[src/rtl/intr_sel_pkg.sv]
package intr_sel_pkg;

  typedef enum logic [1:0] {
    LVL_USER = 2'd0,
    LVL_SUPV = 2'd1,
    LVL_RSVD = 2'd2,
    LVL_MACH = 2'd3
  } priv_lvl_e;

  // Effective privilege used for enable decisions: reserved folds into machine.
  function automatic priv_lvl_e fold_priv(input logic [1:0] code);
    priv_lvl_e lvl;
    lvl = priv_lvl_e'(code);
    if (lvl == LVL_RSVD) lvl = LVL_MACH;
    return lvl;
  endfunction

endpackage

[src/rtl/intr_level_enable.sv]
module intr_level_enable
  import intr_sel_pkg::*;
(
  input  logic [1:0] priv_lvl,
  input  logic       m_gie,
  input  logic       s_gie,
  output logic       m_lvl_en,
  output logic       s_lvl_en
);

  priv_lvl_e eff;

  always_comb begin
    eff = fold_priv(priv_lvl);
    // Machine target: open below machine, gated by m_gie at machine.
    m_lvl_en = (eff != LVL_MACH) || m_gie;
    // Supervisor target: open in user, gated by s_gie in supervisor, shut above.
    unique case (eff)
      LVL_USER: s_lvl_en = 1'b1;
      LVL_SUPV: s_lvl_en = s_gie;
      default:  s_lvl_en = 1'b0;
    endcase
  end

endmodule

[src/rtl/intr_mask_merge.sv]
module intr_mask_merge #(
  parameter int NUM_IRQ = 32
) (
  input  logic [NUM_IRQ-1:0] irq_pending,
  input  logic [NUM_IRQ-1:0] irq_enable,
  input  logic [NUM_IRQ-1:0] irq_deleg,
  input  logic               m_lvl_en,
  input  logic               s_lvl_en,
  output logic [NUM_IRQ-1:0] survivors
);

  logic [NUM_IRQ-1:0] cand;

  assign cand = irq_pending & irq_enable;

  for (genvar i = 0; i < NUM_IRQ; i++) begin : g_bit
    assign survivors[i] = cand[i] & (irq_deleg[i] ? s_lvl_en : m_lvl_en);
  end

endmodule

[src/rtl/intr_lsb_find.sv]
module intr_lsb_find #(
  parameter  int WIDTH = 32,
  localparam int IDX_W = (WIDTH > 1) ? $clog2(WIDTH) : 1
) (
  input  logic [WIDTH-1:0] vec,
  output logic             found,
  output logic [IDX_W-1:0] index
);

  always_comb begin
    found = |vec;
    index = '0;
    // Walk from the top down so the last hit left standing is the lowest bit.
    for (int i = WIDTH - 1; i >= 0; i--) begin
      if (vec[i]) index = IDX_W'(i);
    end
  end

endmodule

[src/rtl/intr_select.sv]
module intr_select #(
  parameter  int NUM_IRQ = 32,
  localparam int CAUSE_W = (NUM_IRQ > 1) ? $clog2(NUM_IRQ) : 1
) (
  input  logic               clk,
  input  logic               rst,
  input  logic [NUM_IRQ-1:0] irq_pending,
  input  logic [NUM_IRQ-1:0] irq_enable,
  input  logic [NUM_IRQ-1:0] irq_deleg,
  input  logic [1:0]         priv_lvl,
  input  logic               m_gie,
  input  logic               s_gie,
  output logic               take_valid,
  output logic [CAUSE_W-1:0] take_cause
);

  logic               m_lvl_en;
  logic               s_lvl_en;
  logic [NUM_IRQ-1:0] survivors;
  logic               hit;
  logic [CAUSE_W-1:0] hit_idx;

  intr_level_enable u_lvl (
    .priv_lvl (priv_lvl),
    .m_gie    (m_gie),
    .s_gie    (s_gie),
    .m_lvl_en (m_lvl_en),
    .s_lvl_en (s_lvl_en)
  );

  intr_mask_merge #(.NUM_IRQ(NUM_IRQ)) u_merge (
    .irq_pending (irq_pending),
    .irq_enable  (irq_enable),
    .irq_deleg   (irq_deleg),
    .m_lvl_en    (m_lvl_en),
    .s_lvl_en    (s_lvl_en),
    .survivors   (survivors)
  );

  intr_lsb_find #(.WIDTH(NUM_IRQ)) u_find (
    .vec   (survivors),
    .found (hit),
    .index (hit_idx)
  );

  always_ff @(posedge clk) begin
    if (rst) begin
      take_valid <= 1'b0;
      take_cause <= '0;
    end else begin
      take_valid <= hit;
      take_cause <= hit ? hit_idx : '0;
    end
  end

endmodule

[config.mk]
export PLATFORM = sky130hd
export DESIGN_NAME = intr_select
export DESIGN_NICKNAME = d
export VERILOG_FILES = /design/src/rtl/intr_sel_pkg.sv /design/src/rtl/intr_level_enable.sv /design/src/rtl/intr_mask_merge.sv /design/src/rtl/intr_lsb_find.sv /design/src/rtl/intr_select.sv
export SDC_FILE = /design/constraint.sdc
export NUM_CORES = 1
export LEC_CHECK = 0
export ABC_CLOCK_PERIOD_IN_PS = 2100
export BUFFER_PORTS_ARGS = -buffer_cell sky130_fd_sc_hd__buf_2
export CORE_AREA = 2 2 62 64
export DETAILED_ROUTE_END_ITERATION = 8
export DIE_AREA = 0 0 64 66
export PLACE_DENSITY_LB_ADDON = 0.08
export SYNTH_ARGS = -nofsm -noshare
export SYNTH_HDL_FRONTEND = slang
export SYNTH_SLANG_ARGS = --single-unit
[constraint.sdc]
create_clock -name clk -period 2.1 [get_ports clk]
set_input_delay 0.21 -clock clk [delete_from_list [all_inputs] [get_ports clk]]
set_output_delay 0.21 -clock clk [all_outputs]
set_load 0.005 [all_outputs]
==> metrics.cfg <==
[status]
run_status = finished clean

[power]
powerDensity_nw_per_um2 = 320
vdd_drop_max_mv = 0.132
pwr-share-clk_pct = 15.7
combPwrFrac_pct = 64.8
p_switching_mw = 0.253
power.share.switching_pct = 38.2
seq_power_share_pct = 19.5
cellInternalPower_mw = 0.408
p_leak_nw = 0.995

[cells_and_area]
finish.net_count = 426
fillers = 381
final-seq-area_um2 = 120
multiInputGateArea_um2 = 1140
n_antenna_cell = 0
final_cells = 370
share_of_layout_cells_above_drive_strength_1_pct = 45.7
layout-area-overhead-vs-synth_pct = 53.2

[placement]
portBuffers = 107
post-dp-hpwl_um = 4040
place_congestion = 0.879
place_inst = 365

[sta]
fmax_mhz = 505
grt_setup_unrepaired = no
tightestPinTransition_ns = 0.461
final.setup.tns_ns = 0
setup_violations = 0
slew_violations = 0
final_period_minus_worst_setup_slack_ns = 1.98
timing.max_slew.rel_slack_pct = 69.1
tcrit_tclk_final_pct = 94.3
final-hold-violation-count = 0

[clock_tree]
clkTransAtPathRegs_ns = 0.05
tritoncts = built
clock_sink_count = 6
cts.path.max_buffers = 2
tritoncts.num_buffers = 3
ctsHtreeMaxLevel = 1
buffer_type_at_the_clock_tree_root = sky130_fd_sc_hd__clkbuf_4

[synthesis]
synthArstFlopShare_pct = 0
post_synth.cell_area_avg_um2 = 6.72
yosys.area_share.adder_pct = 0
number_of_enable_flip_flop_cells_after_synthesis = 0
synth_nets = 303
post_synth_mux_area_share_pct = 0
synth_simple_gate_area_share_pct = 36.3
compound_gate_portion_of_the_synthesized_area_pct = 47.5
postSynthCellCount = 201
synth-xor-area-share_pct = 0
yosys.cell_types.count = 56
largest_family_of_logic_cells_by_synthesized_area = compound AO/OA/AOI/OAI gates
commonest_register_cell_after_synthesis = sky130_fd_sc_hd__dfxtp_1
post_synth_instance_area_um2 = 1350
ys_seq_area_share_pct = 8.90
yosysWarnings = 0
synth-seq-cells = 6

[global_routing]
antenna_violations_before_repair = 0
grt.total_usage_pct = 21.0
grt_pass1_vias = 1760
grt_first_pass_wirelength_um = 7270
grt.overflow.total = 0
grt_start_max_net_pins = 25

[detailed_routing]
drc_viols = 0
first_pass_iters = 4
detail_route.iter0.violations = 116
postRouteAntennaNets = 0
wl_um = 4940
post_drt_via_cell_ratio = 5.49
drt-wirelength-per-cell_um = 13.4
total_number_of_vias = 2031

[floorplan]
pin_count = 108
fp.dieW_um = 64
floorplan.core_area_um2 = 3550
die_h_um = 66
placement_rows = 22
floorplan.initialDensity_pct = 38.0
design.die.area_um2 = 4220

[setup_path]
cp-startpoint = priv_lvl[0]
critical_path_at_ns = 2.14
timing.critical_path.slowest_cell_delay_ns = 0.43
critPathCaptureType = register
cp_class = input port to register
startpoint_type_of_the_worst_setup_path = input port
worst_path_most_repeated_cell = sky130_fd_sc_hd__a21o_1
critical_path.cell_chain = buf_2 > nor2b_2 > buf_4 > a2111oi_2 > a41oi_1 > o2111ai_1 > nand3b_1 > a21o_1 > a21o_1 > a211oi_2
critPathSlowestCell = sky130_fd_sc_hd__a2111oi_2
critical_path.max_fanout = 8
worst-endpoint-required_ns = 2.26

[worst_hold_path]
worst_hold_launch = rst
holdCritPathClass = input port to register

[flow_run]
maxCapViolations = 0

## synthesized netlist by cell type (3+ instances only)
library cell | instances | area share [%]
sky130_fd_sc_hd__o221ai_1 | 3 | 1.9
sky130_fd_sc_hd__nand3_1 | 18 | 6.7
sky130_fd_sc_hd__buf_6 | 4 | 3.3
sky130_fd_sc_hd__a211oi_1 | 10 | 5.6
sky130_fd_sc_hd__nand4_1 | 3 | 1.4
sky130_fd_sc_hd__o21ai_0 | 21 | 7.8
sky130_fd_sc_hd__and3_1 | 3 | 1.4
sky130_fd_sc_hd__a21o_1 | 6 | 3.3
sky130_fd_sc_hd__a21oi_1 | 11 | 4.1
sky130_fd_sc_hd__a32oi_1 | 3 | 1.9
sky130_fd_sc_hd__nor2_1 | 12 | 3.3
sky130_fd_sc_hd__dfxtp_1 | 6 | 8.9
sky130_fd_sc_hd__o22ai_1 | 3 | 1.4
sky130_fd_sc_hd__nor3_1 | 5 | 1.9
sky130_fd_sc_hd__nand2_1 | 26 | 7.2
sky130_fd_sc_hd__and2_1 | 7 | 3.2
sky130_fd_sc_hd__nand2b_1 | 6 | 2.8
sky130_fd_sc_hd__buf_2 | 6 | 2.2
## cell families (layout without fill, tap and decap cells)
| logic type | count (synthesis) | after routing |
|---|---|---|
| AND/OR/NAND/NOR | 93 | 94 |
| AO/OA/AOI/OAI | 87 | 87 |
| buffers and inverters | 15 | 135 |
| flip-flops | 6 | 6 |
## worst paths after layout
path	slack, ns	end	depth (start not counted)
hold / removal	0.19	take_valid$_SDFF_PP0_	2
setup / recovery	0.12	take_cause[1]$_SDFF_PP0_	10
## cells in the final DEF (no fill, tap or decap), types with 7 or more instances in the layout
cell type                  count
sky130_fd_sc_hd__buf_4        21
sky130_fd_sc_hd__o21ai_0      21
sky130_fd_sc_hd__nor2_1       12
sky130_fd_sc_hd__a21oi_1      11
sky130_fd_sc_hd__nand2_1      26
sky130_fd_sc_hd__a211oi_1     10
sky130_fd_sc_hd__buf_2       107
sky130_fd_sc_hd__nand3_1      18
sky130_fd_sc_hd__and2_1        7
## area by class of cell
type / count / area share, %
multi-input cells: 181 / 55.2
repair buffers: 129 / 34.5
flip-flops and latches: 6 / 5.81
well taps: 48 / 2.90
clock buffers: 3 / 1.09
inverters: 3 / 0.544
## flip-flops by register name (all words and copies together) (netlist names)
register and cells:
take_cause 5, take_valid 1
## metrics by stage
step | cell area (um2) | setup slack [ns] | power, mW | hold slack [ns] | utilization, %
after detailed placement | 2030 | -0.107 | 0.551 | 0.435 | 57.2
after global routing | 2070 | 0.0220 | 0.718 | 0.182 | 58.2
after CTS | 2050 | 0.129 | 0.658 | 0.184 | 57.8
after floorplan | 1350 | 0.334 | 0.364 | 0.281 | -
final | 2070 | 0.120 | 0.661 | 0.188 | 58.2
after global placement | 2030 | -0.0885 | 0.548 | 0.431 | 57.2
## repair_timing
item | in CTS | in global routing
resized for setup | 0 | 0
hold buffers | 0 | 0
buffers inserted | 0 | 1
setup endpoints to repair | 0 | 1
## critical path: cells and delay by family
kind	cells	cell delay (ns)
buf+inv	2	0.28
simple gates	2	0.33
compound gates	6	1.31
## layer usage
layer | wire (um) | up-vias | global-route usage (%) | share of wire (%)
met4 | 0 | 0 | 3.53 | 0
met1 | 2050 | 899 | 26.2 | 42
met5 | 0 | - | 0 | 0
met2 | 2490 | 99 | 39.3 | 50
met3 | 405 | 0 | 2.04 | 8.2
li1 | - | 1033 | - | -
## power by group through the flow
| stage | sequential [mW] | combinational [mW] | clock [mW] |
|---|---|---|---|
| 6_report | 0.129 | 0.428 | 0.104 |
| 5_1_grt | 0.130 | 0.474 | 0.114 |
| 4_1_cts | 0.129 | 0.422 | 0.107 |
| 3_5_place_dp | 0.131 | 0.420 | 0 |
| 3_3_place_gp | 0.131 | 0.417 | 0 |
| 2_1_floorplan | 0.132 | 0.232 | 0 |
Note: power is estimated with default switching activity, not from simulation.
